$ cat config.mk
export PLATFORM = sky130hd
export DESIGN_NAME = cclk_gen
export DESIGN_NICKNAME = d
export VERILOG_FILES = /design/src/rtl/cclk_gen_pkg.sv /design/src/rtl/cclk_gen_ctrl.sv /design/src/rtl/cclk_gen_dp.sv /design/src/rtl/cclk_gen.sv
export SDC_FILE = /design/constraint.sdc
export NUM_CORES = 1
export LEC_CHECK = 0
export BUFFER_PORTS_ARGS = -buffer_cell sky130_fd_sc_hd__buf_2
export CELL_PAD_IN_SITES_DETAIL_PLACEMENT = 0
export CELL_PAD_IN_SITES_GLOBAL_PLACEMENT = 1
export CORE_MARGIN = 3
export CORE_UTILIZATION = 40
export DETAILED_ROUTE_END_ITERATION = 12
export PLACE_DENSITY = 0.7
export SYNTH_ARGS = -nofsm -noshare
export SYNTH_HDL_FRONTEND = slang
export SYNTH_HIERARCHICAL = 1
export SYNTH_SLANG_ARGS = --single-unit
$ cat constraint.sdc
create_clock -name clk -period 3.4 [get_ports clk]
set_clock_uncertainty 0.15 [all_clocks]
set_input_delay 0.17 -clock clk [delete_from_list [all_inputs] [get_ports clk]]
set_output_delay 0.17 -clock clk [all_outputs]
set_load 0.005 [all_outputs]
$ cat src/rtl/cclk_gen_pkg.sv
package cclk_gen_pkg;

  // Strobes from the control half to the waveform datapath, valid at a boundary.
  typedef struct packed {
    logic go;    // start a new card clock period
    logic park;  // hold the clock low for this cycle
  } cclkStrobe_t;

  typedef enum logic [1:0] {
    BW_1BIT = 2'd0,
    BW_4BIT = 2'd1,
    BW_8BIT = 2'd2
  } busWidth_e;

endpackage

$ cat src/rtl/cclk_gen_ctrl.sv
module cclk_gen_ctrl
  import cclk_gen_pkg::*;
#(
  parameter int DIV_W   = 8,
  parameter int ALT_DIV = 0,
  localparam int CFG_W  = DIV_W + 6,
  localparam int PER_W  = DIV_W + 2
) (
  input  logic              clk,
  input  logic              rstN,
  input  logic              cfgWrEn,
  input  logic [CFG_W-1:0]  cfgWrData,
  input  logic              fifoStall,
  input  logic              pathBusy,
  input  logic              atBoundary,
  output cclkStrobe_t       strobe,
  output logic [PER_W-1:0]  perNew,
  output logic              bypNew,
  output logic [1:0]        busWidth
);

  localparam int EN_BIT   = DIV_W;
  localparam int PS_BIT   = DIV_W + 1;
  localparam int BYP_BIT  = DIV_W + 2;
  localparam int FLOW_BIT = DIV_W + 3;
  localparam int BW_LO    = DIV_W + 4;

  logic [CFG_W-1:0] cfgQ;
  logic [DIV_W-1:0] divVal;
  logic             enBit, psBit, flowBit;
  logic [1:0]       widthCode;
  logic             runOk;
  logic [PER_W-1:0] divWide;
  logic [PER_W-1:0] perDiv;

  always_ff @(posedge clk) begin
    if (!rstN)        cfgQ <= '0;
    else if (cfgWrEn) cfgQ <= cfgWrData;
  end

  assign divVal    = cfgQ[DIV_W-1:0];
  assign enBit     = cfgQ[EN_BIT];
  assign psBit     = cfgQ[PS_BIT];
  assign bypNew    = cfgQ[BYP_BIT];
  assign flowBit   = cfgQ[FLOW_BIT];
  assign widthCode = cfgQ[BW_LO+1:BW_LO];
  assign divWide   = {{(PER_W-DIV_W){1'b0}}, divVal};

  generate
    if (ALT_DIV != 0) begin : g_altLaw
      assign perDiv = divWide + PER_W'(2);
    end else begin : g_stdLaw
      assign perDiv = (divWide + PER_W'(1)) << 1;
    end
  endgenerate

  assign perNew = bypNew ? PER_W'(1) : perDiv;

  always_comb begin
    runOk = enBit;
    if (flowBit && fifoStall) runOk = 1'b0;
    if (psBit && !pathBusy)   runOk = 1'b0;
  end

  always_comb begin
    strobe.go   = atBoundary && runOk;
    strobe.park = atBoundary && !runOk;
  end

  always_comb begin
    unique case (widthCode)
      2'b01:   busWidth = BW_4BIT;
      2'b10:   busWidth = BW_8BIT;
      default: busWidth = BW_1BIT;
    endcase
  end


  flow_stop_chk: assert property (@(posedge clk) disable iff (!rstN)
    (cfgQ[FLOW_BIT] && fifoStall) |-> !strobe.go);


  idle_stop_chk: assert property (@(posedge clk) disable iff (!rstN)
    (cfgQ[PS_BIT] && !pathBusy) |-> !strobe.go);


  width_code_chk: assert property (@(posedge clk) disable iff (!rstN)
    busWidth != 2'b11);

endmodule

$ cat src/rtl/cclk_gen_dp.sv
module cclk_gen_dp
  import cclk_gen_pkg::*;
#(
  parameter int DIV_W  = 8,
  localparam int PER_W = DIV_W + 2
) (
  input  logic              clk,
  input  logic              rstN,
  input  cclkStrobe_t       strobe,
  input  logic [PER_W-1:0]  perNew,
  input  logic              bypNew,
  output logic              atBoundary,
  output logic              cardClk,
  output logic              clkTick
);

  logic [PER_W-1:0] cnt, perCur, hiCur, cntInc;
  logic             running, bypassCur, cardClkQ, bypGate;
  logic             nextRun, nextByp;

  assign hiCur      = perCur >> 1;
  assign cntInc     = cnt + PER_W'(1);
  assign atBoundary = !running || (cntInc == perCur);

  always_ff @(posedge clk) begin
    if (!rstN) begin
      running   <= 1'b0;
      bypassCur <= 1'b0;
      cnt       <= '0;
      perCur    <= PER_W'(2);
      cardClkQ  <= 1'b0;
      clkTick   <= 1'b0;
    end else if (strobe.go) begin
      running   <= 1'b1;
      bypassCur <= bypNew;
      cnt       <= '0;
      perCur    <= perNew;
      cardClkQ  <= !bypNew;
      clkTick   <= 1'b1;
    end else if (strobe.park) begin
      running   <= 1'b0;
      bypassCur <= 1'b0;
      cnt       <= '0;
      cardClkQ  <= 1'b0;
      clkTick   <= 1'b0;
    end else begin
      cnt       <= cntInc;
      cardClkQ  <= (cntInc < hiCur);
      clkTick   <= 1'b0;
    end
  end

  // Gate for the pass-through clock: the value for the coming cycle, settled while clk is low.
  always_comb begin
    nextRun = running;
    nextByp = bypassCur;
    if (strobe.go) begin
      nextRun = 1'b1;
      nextByp = bypNew;
    end else if (strobe.park) begin
      nextRun = 1'b0;
      nextByp = 1'b0;
    end
  end

  always_ff @(negedge clk) begin
    if (!rstN) bypGate <= 1'b0;
    else       bypGate <= nextRun && nextByp;
  end

  assign cardClk = cardClkQ | (clk & bypGate);

  // High-phase length tracker for the no-short-pulse check.
  logic [PER_W-1:0] hiRun;
  always_ff @(posedge clk) begin
    if (!rstN)         hiRun <= '0;
    else if (clkTick && !cardClkQ) hiRun <= '0;
    else if (cardClkQ) hiRun <= (strobe.go ? PER_W'(1) : hiRun + PER_W'(1));
    else               hiRun <= '0;
  end


  tick_rise_chk: assert property (@(posedge clk) disable iff (!rstN)
    (clkTick && !bypassCur) |-> (cardClkQ && !$past(cardClkQ)));


  full_high_chk: assert property (@(posedge clk) disable iff (!rstN)
    $fell(cardClkQ) |-> (hiRun == hiCur));


  park_low_chk: assert property (@(posedge clk) disable iff (!rstN)
    $past(strobe.park) |-> (!cardClkQ && !clkTick));


  bypass_tick_chk: assert property (@(posedge clk) disable iff (!rstN)
    (running && bypassCur) |-> clkTick);

endmodule

$ cat src/rtl/cclk_gen.sv
module cclk_gen
  import cclk_gen_pkg::*;
#(
  parameter int DIV_W   = 8,
  parameter int ALT_DIV = 0,
  localparam int CFG_W  = DIV_W + 6,
  localparam int PER_W  = DIV_W + 2
) (
  input  logic             clk,
  input  logic             rstN,
  input  logic             cfgWrEn,
  input  logic [CFG_W-1:0] cfgWrData,
  input  logic             fifoStall,
  input  logic             pathBusy,
  output logic             cardClk,
  output logic             clkTick,
  output logic [1:0]       busWidth
);

  cclkStrobe_t      strobe;
  logic [PER_W-1:0] perNew;
  logic             bypNew;
  logic             atBoundary;

  cclk_gen_ctrl #(.DIV_W(DIV_W), .ALT_DIV(ALT_DIV)) u_ctrl (
    .clk        (clk),
    .rstN       (rstN),
    .cfgWrEn    (cfgWrEn),
    .cfgWrData  (cfgWrData),
    .fifoStall  (fifoStall),
    .pathBusy   (pathBusy),
    .atBoundary (atBoundary),
    .strobe     (strobe),
    .perNew     (perNew),
    .bypNew     (bypNew),
    .busWidth   (busWidth)
  );

  cclk_gen_dp #(.DIV_W(DIV_W)) u_dp (
    .clk        (clk),
    .rstN       (rstN),
    .strobe     (strobe),
    .perNew     (perNew),
    .bypNew     (bypNew),
    .atBoundary (atBoundary),
    .cardClk    (cardClk),
    .clkTick    (clkTick)
  );


  reset_quiet_chk: assert property (@(posedge clk)
    $past(!rstN) |-> (!clkTick && busWidth == 2'd0));

endmodule

# Word-level counts from Yosys, hierarchy flattened
# Index checks and enable logic that the tools add are counted.
# word_totals
inputBits	19
word_cells	39
ff_bits	39
out_inout_bits	4
# classes
eq_ne	3
bitwise_logic	3
n_addsub	2
order_cmp	1
n_reduce_logical	11
mux	11
# ops
op	n
adder 10 x 1 -> 10 bit (second input constant)	1
equality test 10 bit	1
< comparator 10 x 9 -> 1 bit	1
two-way mux 10 bit	1
adder 8 x 1 -> 9 bit (second input constant)	1
two-way mux 1 bit	9
logical AND 1 bit	5
zero test 1 bit	4
case mux 2 bit (2 select lines)	1
OR reduction 3 bit	1
equality test 2 x 1 -> 1 bit (second input constant)	1
equality test 2 bit (second input constant)	1
AND 1 bit	1
logical OR 1 bit	1
inverter 1 bit	1
bitwise OR 1 bit	1

# Depth between registers and ports, before layout
# Gate-level depths: netlist (run 1).
# depth
depth_word	8
ltp_mapped	14
depth_no_buf	12

# Hierarchy
# Netlist (run 1), hierarchy kept.
# modules_own_cells
mod	instances	area_per_inst_um2	cells_each
cclk_gen_dp	1	1453.9	157
cclk_gen_ctrl	1	730.7	81

==> results of run 1 <==
[worst register-to-register path, cell delays in order (launching register included)]
cell and delay [ps]:
dfxtp_4 360, ha_4 160, xnor2_1 220, xnor2_1 180, o2111a_1 230, o2111ai_1 140, o41ai_2 270, inv_2 110
a31oi_4 190, nor2b_1 70, o21a_1 170, nor2b_1 130
[cells in the mapped netlist, types with 4 or more instances]
master | instances | area (um^2)
dfxtp_1 | 39 | 781
nor2b_1 | 33 | 206
mux2i_1 | 24 | 240
nor2_1 | 16 | 60.1
inv_1 | 15 | 56.3
ha_1 | 10 | 125
xnor2_1 | 9 | 78.8
nand2_1 | 7 | 26.3
nand3_1 | 6 | 30.0
nand4_1 | 6 | 37.5
xor2_1 | 6 | 52.6
a21oi_1 | 5 | 25.0
clkbuf_1 | 5 | 18.8
nand2b_1 | 5 | 31.3
o21ai_0 | 4 | 20.0
or3_1 | 4 | 25.0
[flip-flops by register name, summed over array words and instances (netlist names)]
| name | count |
|---|---|
| u_ctrl/cfgQ | 14 |
| u_dp/cnt | 10 |
| u_dp/perCur | 10 |
| u_dp/bypGate | 1 |
| u_dp/bypassCur | 1 |
| u_dp/cardClkQ | 1 |
| u_dp/clkTick | 1 |
| u_dp/running | 1 |
[per-layer routing]
metal | track usage (%) | share of wire (%) | vias up
met5 | 0 | 0 | -
met4 | 6.25 | 1.1 | 0
met3 | 5.64 | 3.5 | 6
met2 | 27.8 | 47 | 32
met1 | 22.8 | 49 | 814
li1 | - | - | 961
[kinds of logic (layout without fill, tap and decap cells)]
group                      Yosys count  in the layout  synth area share [%]
AOI/OAI and AO/OA                   31             31                  10.7
muxes                               25             25                  11.5
DFF                                 39             39                  35.7
xor gates and xnor gates            16             16                  6.76
buffers and inverters               29            101                  6.24
adders and majority gates           10             10                  5.73
and+or+nand+nor                     88             88                  23.4
[how the worst min path moves through the flow]
stage	startpoint	end	depth (start not counted)
2_1_floorplan	clk	cardClk	1
3_3_place_gp	clk	cardClk	2
3_5_place_dp	clk	cardClk	2
4_1_cts	cfgWrEn	u_ctrl/cfgQ[1]$_SDFFE_PN0P_	3
5_1_grt	cfgWrEn	u_ctrl/cfgQ[10]$_SDFFE_PN0P_	3
6_report	cfgWrEn	u_ctrl/cfgQ[13]$_SDFFE_PN0P_	3
[report_power, final]
part | total [mW] | switching [mW] | internal (mW)
registers | 0.487 | 0.0158 | 0.472
clock network | 0.383 | 0.169 | 0.214
logic | 0.115 | 0.0486 | 0.0661
[per-stage QoR]
stage	TNS [ps]	hold WS (ps)	cell area [um^2]
6_report	-725	157	2940
5_1_grt	-837	178	2940
4_1_cts	-720	149	2920
3_5_place_dp	-879	195	2630
3_3_place_gp	-779	195	2630
2_1_floorplan	-723	122	2220
[final cells by class]
| cell class | instances | area, um^2 | share of cell area (%) |
|---|---|---|---|
| multi-input combinational | 170 | 1340 | 45.5 |
| timing repair buffer | 75 | 548 | 18.7 |
| tap | 70 | 87.6 | 2.98 |
| clock buffer | 9 | 115 | 3.92 |
| inverter | 14 | 52.6 | 1.79 |
| clock inverter | 3 | 12.5 | 0.426 |
| sequential | 39 | 786 | 26.7 |
[repair_timing]
action,4_1_cts,5_1_grt
pin swaps,0,0
hold endpoints to repair,15,0
hold buffers,15,0
endpoints found under the setup margin,1,1
gates resized for setup,6,5
==> impl_metrics.ini, run 1 <==
[routing]
wl_per_cell_um = 13.0
viasPerCell = 4.77
drt-initial-drc-count = 163
drcViolationCount = 0
ant_nets = 0
routed_wl_mm = 4.93
drt_first_pass_iters = 5
routed-via-count = 1813

[worst_setup_path]
crit_end = u_dp/bypGate$_SDFF_NN0_
rr_worst_depth = 11
crit_path_max_incr_delay_ps = 360
crit_fanout = 3
path_cells = ha_4 > xnor2_1 > xnor2_1 > o2111a_1 > o2111ai_1 > o41ai_2 > inv_2 > a31oi_4 > nor2b_1 > o21a_1 > nor2b_1
reg2reg_to = u_dp/bypGate$_SDFF_NN0_
worst-setup-path-type = reg2reg
crit_buf_inv = 1
r2r_start = u_dp/cnt[0]$_SDFF_PP0_
crit_family = compound AO/OA/AOI/OAI gates
cp.depth = 11
crit_path_start_kind = flip-flop
arrival_ps = 2610
worstPathRequired_ps = 1880
r2r_slack_ps = -730
end_kind = flip-flop
cp_slowest_cell = dfxtp_4
cp-startpoint = u_dp/cnt[0]$_SDFF_PP0_

[global_route]
antenna_found_initial = 0
grt_pass1_wl_mm = 8.67
grt_overflow = 0
grt_start_max_net_pins = 28
first_global_vias = 1870
grt_use_total_pct = 17.7

[place]
dp_cells = 355
io_buffers = 22
place_ws_ps = -879
routabilityCongestion = 0.859
place_hpwl_mm = 3.53

[synth]
synth-seq-cells = 39
synth_cell_type_count = 47
synthesis.instances = 238
synth_seq_area_share_pct = 35.7
synth.net_count = 267
synth_area_per_cell_um2 = 9.18
netlist_area_um2 = 2180
async_flop_share_pct = 0
synth_edf_count = 0
ys_warn_count = 6
synthFlopType = dfxtp_1

[power]
ir_drop_uv = 213
p_per_area_nw_per_um2 = 335
leakagePower_nw = 1.24
p_total_mw = 0.985

[timing]
setup_viol = 1
slew_headroom_pct = 71.4
hold_viol = 0
finalWorstSetupSlack_ps = -725
rsz0062_at_grt = true
final-max-slew-violation-count = 0
worstMarginPinSlew_ps = 429

[clocking]
clk_latency_ps = 390
cts_tree = built
cts.clk_slew.worst_paths_ps = 70
cts_setup_buffers = 0

[cells_and_area]
diodes = 0
final_cell_mix = buf_4 (39), dfxtp_1 (37), nor2b_1 (33), mux2i_1 (24), buf_2 (22)
fillers = 502
fin_util_pct = 56.4
layout_commonest_cell = buf_4
nets = 339
area_growth_pct = 34.5
drive_gt1_share_pct = 28.7
finalNonFillerCells = 380

[run]
maxCapViolCount = 0

[floorplanning]
io_pins = 23
coreArea_um2 = 5200
start_util_pct = 42.0
fp.dieArea_um2 = 6380
num_rows = 26
die_h_um = 79.9
chipWidth_um = 79.9

[run_status]
status = complete, but fails checks
failed_checks = negative setup slack

[min_path]
hp-class = in2reg
Note: power is estimated with default switching activity, not from simulation.
==> run 2: changes to the inputs <==
--- a/config.mk
+++ b/config.mk
@@ -11,6 +11,7 @@
 export CORE_MARGIN = 3
 export CORE_UTILIZATION = 40
 export DETAILED_ROUTE_END_ITERATION = 12
+export GPL_TIMING_DRIVEN = 0
 export PLACE_DENSITY = 0.7
 export SYNTH_ARGS = -nofsm -noshare
 export SYNTH_HDL_FRONTEND = slang
==> run 2 against run 1 <==
  * Combinational power grew 10%
  * Utilization grew 0.48 points
  * Sequential power about the same
  * Design area is 0.85% higher
  * The run still ends with negative setup slack left
  * Register-to-register slack got worse by 130 ps
  * Worst setup slack worse by 130 ps
  * Largest cell class unchanged
  * Sequential share of layout area fell by 0.099 points
  * Sequential cell count did not move
==> impl_metrics.ini, run 2 (synthesized netlist as in run 1, its figures left out) <==
[run_status]
status = complete, but fails checks
failed_checks = negative setup slack

[power]
ir_drop_uv = 179
leakagePower_nw = 1.22
p_per_area_nw_per_um2 = 365
p_total_mw = 1.08

[cells_and_area]
nets = 332
fillers = 465
area_growth_pct = 35.6
largest_reg_flops = 14
final_cell_area_um2 = 2960
finalNonFillerCells = 374
layout_commonest_cell = dfxtp_1
diodes = 0
drive_gt1_share_pct = 25.3
final_cell_mix = dfxtp_1 (34), nor2b_1 (32), buf_2 (24), mux2i_1 (24), dlygate4sd3_1 (23)
largest_registers = u_ctrl/cfgQ (14), u_dp/cnt (10), u_dp/perCur (10)
largest-register = u_ctrl/cfgQ
fin_util_pct = 56.9

[run]
maxCapViolCount = 0

[clocking]
cts_tree = built
clk_latency_ps = 410
cts.clk_slew.worst_paths_ps = 80

[global_route]
antenna_found_initial = 0
grt_use_total_pct = 16.4
first_global_vias = 1753
grt_pass1_wl_mm = 8.01
grt_overflow = 0
grt_start_max_net_pins = 14

[place]
dp_cells = 329
placed_area_um2 = 2420
place_ws_ps = -1060
routabilityCongestion = 0.868
io_buffers = 21
place_hpwl_mm = 3.22

[floorplanning]
num_rows = 26
chipWidth_um = 79.9
coreArea_um2 = 5200
fp.dieArea_um2 = 6380
io_pins = 23
start_util_pct = 42.0
die_h_um = 79.9

[worst_setup_path]
arrival_ps = 2750
worst-setup-path-type = reg2reg
crit_fanout = 5
r2r_slack_ps = -850
crit_path_start_kind = flip-flop
end_kind = flip-flop
worstPathRequired_ps = 1900

[routing]
wl_per_cell_um = 12.8
drt-initial-drc-count = 51
routed_wl_mm = 4.79
routed-via-count = 1815
drt_first_pass_iters = 4
drcViolationCount = 0
ant_nets = 0
viasPerCell = 4.85

[timing]
worstMarginPinSlew_ps = 460
slew_headroom_pct = 69.4
final-max-slew-violation-count = 0
timing.hold.ws_ps = 204
finalWorstSetupSlack_ps = -851
setup_viol = 1
fin_tns_setup_ps = -851
rsz0062_at_grt = true
hold_viol = 0

[min_path]
hp-class = in2reg
==> run 2: cell count changes in the layout (fill, tap and decap cells not counted), moves of 2 or more <==
cell,before,now
dfxtp_1,37,34
buf_2,22,24
a22oi_1,2,0
clkbuf_1,0,4
buf_6,0,2
dlygate4sd3_1,15,23
dfxtp_2,1,4
a22oi_2,0,2
buf_4,39,15
==> run 2: path summary, 6_finish.rpt <==
path | cells after the start | end | from
setup / recovery | 11 | u_dp/bypGate$_SDFF_NN0_ | u_dp/cnt[0]$_SDFF_PP0_
setup reg to reg | 11 | u_dp/bypGate$_SDFF_NN0_ | u_dp/cnt[0]$_SDFF_PP0_
hold reg to reg | 2 | u_dp/perCur[3]$_SDFFE_PN0P_ | u_dp/perCur[3]$_SDFFE_PN0P_
hold / removal | 4 | u_ctrl/cfgQ[11]$_SDFFE_PN0P_ | cfgWrEn
==> run 2: report_power, final <==
group          total (mW)  internal, mW  switching (mW)
Clock               0.468         0.267           0.201
Sequential          0.486         0.471          0.0152
Combinational       0.127        0.0762          0.0507
Total                1.08         0.814           0.267
==> run 2: area by class of cell <==
cell class                      instances  area (um^2)  area share [%]
Sequential cell                        39          790            26.6
Inverter                               14         52.6            1.77
Timing Repair Buffer                   55          420            14.2
Buffer                                 13         90.1            3.04
Tap cell                               70         87.6            2.96
Multi-Input combinational cell        170         1370            46.1
Clock buffer                           10          140            4.73
Clock inverter                          3         17.5           0.591
==> run 2: what timing repair did <==
action | CTS | global route
hold buffers | 23 | 0
pin swaps | 6 | 6
resized for setup | 9 | 11
endpoints found under the setup margin | 1 | 2
hold endpoints to repair | 17 | 0
buffers inserted | 10 | 2
==> run 2: worst max-delay path, stage by stage, from the launching register on <==
cell and delay [ps]:
dfxtp_4 380, ha_4 150, and3_4 220, and3_4 220
o2111a_1 220, o2111ai_2 110, o41ai_2 330, inv_1 140
a31oi_4 190, nor2b_1 70, o21a_1 200, nor2b_4 120
==> run 2: per-layer routing <==
metal	track usage [%]	part of all wire, %	vias up
met2	26.4	48	44
met5	0	0	-
met3	4.74	3.8	10
li1	-	-	951
met4	8.95	2.3	0
met1	19.5	46	810
==> run 3: changes to the inputs <==
--- a/config.mk
+++ b/config.mk
@@ -12,8 +12,7 @@
 export CORE_UTILIZATION = 40
 export DETAILED_ROUTE_END_ITERATION = 12
 export GPL_TIMING_DRIVEN = 0
-export PLACE_DENSITY = 0.7
+export PLACE_DENSITY = 0.72
 export SYNTH_ARGS = -nofsm -noshare
 export SYNTH_HDL_FRONTEND = slang
-export SYNTH_HIERARCHICAL = 1
 export SYNTH_SLANG_ARGS = --single-unit
==> constraint.sdc (replaced) <==
create_clock -name clk -period 3.65 [get_ports clk]
set_clock_uncertainty 0.15 [all_clocks]
set_input_delay 0.1825 -clock clk [delete_from_list [all_inputs] [get_ports clk]]
set_output_delay 0.1825 -clock clk [all_outputs]
set_load 0.005 [all_outputs]
==> run 3 against run 2 <==
  * The flow still finishes with violations (negative setup slack)
  * Area after synthesis grew 13%
  * Cell count grew 7.0%
  * Worst hold slack lost 130 ps
  * Clock-buffer cell count grew 1
  * Total power shrank 7.9%
  * First-iteration DRC count grew 75%
  * Critical path depth shrank 4
  * Via count grew 23%
  * Sequential share of layout area shrank 1.2 points
==> impl_metrics.ini, run 3 <==
[cells_and_area]
finalNonFillerCells = 400
nets = 356
largest_registers = u_ctrl.cfgQ (14), u_dp.cnt (10), u_dp.perCur (10)
final_cell_mix = dfxtp_1 (36), buf_2 (21), nor2b_1 (18), nand3_1 (17), mux2i_1 (16)
final_cell_area_um2 = 3100
diodes = 0
sequential_cell_area_um2 = 790
fillers = 546
largest-register = u_ctrl.cfgQ
drive_gt1_share_pct = 21.3
layout_commonest_cell = dfxtp_1
largest_reg_flops = 14
area_growth_pct = 25.7
multi_input_area_um2 = 1650

[synth]
synth_area_per_cell_um2 = 8.93
async_flop_share_pct = 0
ys_warn_count = 0
synth.area.top_cells = dfxtp_1 (32%), mux2i_1 (6.5%), ha_1 (5.1%)
synthesis.instances = 276
synth-seq-cells = 39
synthFlopType = dfxtp_1
yosysTopAreaCell = dfxtp_1
netlist_area_um2 = 2460
synth_common_cells = dfxtp_1 (39), nor2b_1 (18), nand3_1 (17)
synthMostInstantiatedCell = dfxtp_1
synth_cell_type_count = 55
synth_seq_area_share_pct = 31.7
synth_edf_count = 0
synth_top_area_share_pct = 31.7
synth.net_count = 305

[floorplanning]
fp.dieArea_um2 = 7140
io_pins = 23
die_h_um = 84.5
chipWidth_um = 84.5
start_util_pct = 42.9
num_rows = 27
coreArea_um2 = 5740

[timing]
slew_headroom_pct = 53.9
rsz0062_at_grt = true
worstMarginPinSlew_ps = 692
hold_viol = 0
finalWorstSetupSlack_ps = -101
setup_viol = 1
final-max-slew-violation-count = 0

[place]
routabilityCongestion = 0.780
place_ws_ps = -464
place_hpwl_mm = 4.57
placed_area_um2 = 2680
dp_cells = 368
io_buffers = 20

[clocking]
cts_tree = built
clk_latency_ps = 400
cts.clk_slew.worst_paths_ps = 90

[power]
p_int_mw = 0.739
power.clock.fraction_pct = 42.6
p_total_mw = 0.996
pwr-share-seq_pct = 45.5
leakagePower_nw = 1.23
p_per_area_nw_per_um2 = 322
switching_share_pct = 25.7
combPwrFrac_pct = 11.8
power_switching_mw = 0.256
ir_drop_uv = 187

[run_status]
status = complete, but fails checks
failed_checks = negative setup slack

[routing]
wl_met2_mm = 3.03
drt_first_pass_iters = 4
drcViolationCount = 0
drt-initial-drc-count = 89
highest_layer = met4
viasPerCell = 5.58
wl_per_cell_um = 15.9
ant_nets = 0
wl_met3_um = 240
drt-met1-wl_mm = 2.94
routed_wl_mm = 6.36
routed-via-count = 2233

[worst_setup_path]
crit_fanout = 6
cp_slowest_cell = or3_4
crit_path_max_incr_delay_ps = 420
arrival_ps = 2170
crit_buf_inv = 0
worstPathRequired_ps = 2070
path_cells = ha_4 > nand2_1 > nor2_4 > xnor2_2 > or3_4 > o21ai_4 > mux2i_1
crit_path_start_kind = flip-flop
crit_family = simple AND/OR/NAND/NOR gates
end_kind = flip-flop
worst-setup-path-type = reg2reg

[global_route]
grt_pass1_wl_mm = 10.4
antenna_found_initial = 0
first_global_vias = 2204
grt_start_max_net_pins = 13
grt_overflow = 0
grt_use_total_pct = 18.3

[min_path]
hp-class = in2reg

[run]
maxCapViolCount = 0
## run 3: layout make-up
cell class	count	area share (%)
Buffer	15	2.22
Clock buffer	11	4.61
Clock inverter	2	0.323
Inverter	13	1.58
Multi-Input combinational cell	207	53.2
Sequential cell	39	25.5
Tap cell	72	2.91
Timing Repair Buffer	41	9.66
## run 3: final timing paths
| path | start | endpoint | slack (ps) | cells past startpoint |
|---|---|---|---|---|
| max | u_dp.cnt[0]$_SDFF_PP0_ | u_dp.bypGate$_SDFF_NN0_ | -100 | 7 |
| min | cfgWrEn | u_ctrl.cfgQ[1]$_SDFFE_PN0P_ | 80 | 3 |
| max reg2reg | u_dp.cnt[0]$_SDFF_PP0_ | u_dp.bypGate$_SDFF_NN0_ | -100 | 7 |
| min reg2reg | u_dp.bypassCur$_SDFF_PN0_ | u_dp.bypassCur$_SDFF_PN0_ | 330 | 2 |
## run 3: stage by stage
stage          setup TNS (ps)  hold WS, ps  utilization (%)
2_1_floorplan            -212          135                -
3_3_place_gp             -453          207             46.7
3_5_place_dp             -464          207             46.7
4_1_cts                  -172         76.9             53.1
5_1_grt                  -182          109             53.9
6_report                 -101         75.0             53.9
## run 3: power by group through the flow
| stage | logic (mW) | clock network (mW) | registers [mW] |
|---|---|---|---|
| after floorplan | 0.0706 | 0.00417 | 0.461 |
| after global placement | 0.0990 | 0.00477 | 0.465 |
| after detailed placement | 0.0996 | 0.00477 | 0.465 |
| after CTS | 0.116 | 0.436 | 0.453 |
| after global routing | 0.129 | 0.456 | 0.456 |
| final | 0.118 | 0.425 | 0.453 |
## run 3: kinds of logic (layout without fill, tap and decap cells)
group                    after synthesis  in the layout  share of synthesized area [%]
AO/OA/AOI/OAI                         51             51                           17.1
XOR/XNOR                              21             21                           8.02
adder cells (fa/ha/maj)               10             10                           5.08
buffers and inverters                 30             82                           5.28
flip-flops                            39             39                           31.7
multiplexers                          17             17                           6.96
AND/OR/NAND/NOR                      108            108                           25.9
## run 3: tightest hold or removal path, cell delays in order
cell and delay [ps]:
clkbuf_1 160, mux2i_1 180, nor2b_1 50
## run 3: what timing repair did
| item | in CTS | in global routing |
|---|---|---|
| gates resized for setup | 7 | 11 |
| setup buffers | 7 | 1 |
| hold endpoints to repair | 14 | 0 |
| pin swaps | 8 | 6 |
| setup endpoints to repair | 1 | 1 |
| hold buffers | 14 | 0 |
## run 3: routing by layer
| metal | vias up | track usage, % |
|---|---|---|
| li1 | 1116 | - |
| met1 | 1047 | 23.6 |
| met2 | 57 | 29.2 |
| met3 | 13 | 4.71 |
| met4 | 0 | 7.63 |
| met5 | - | 0 |
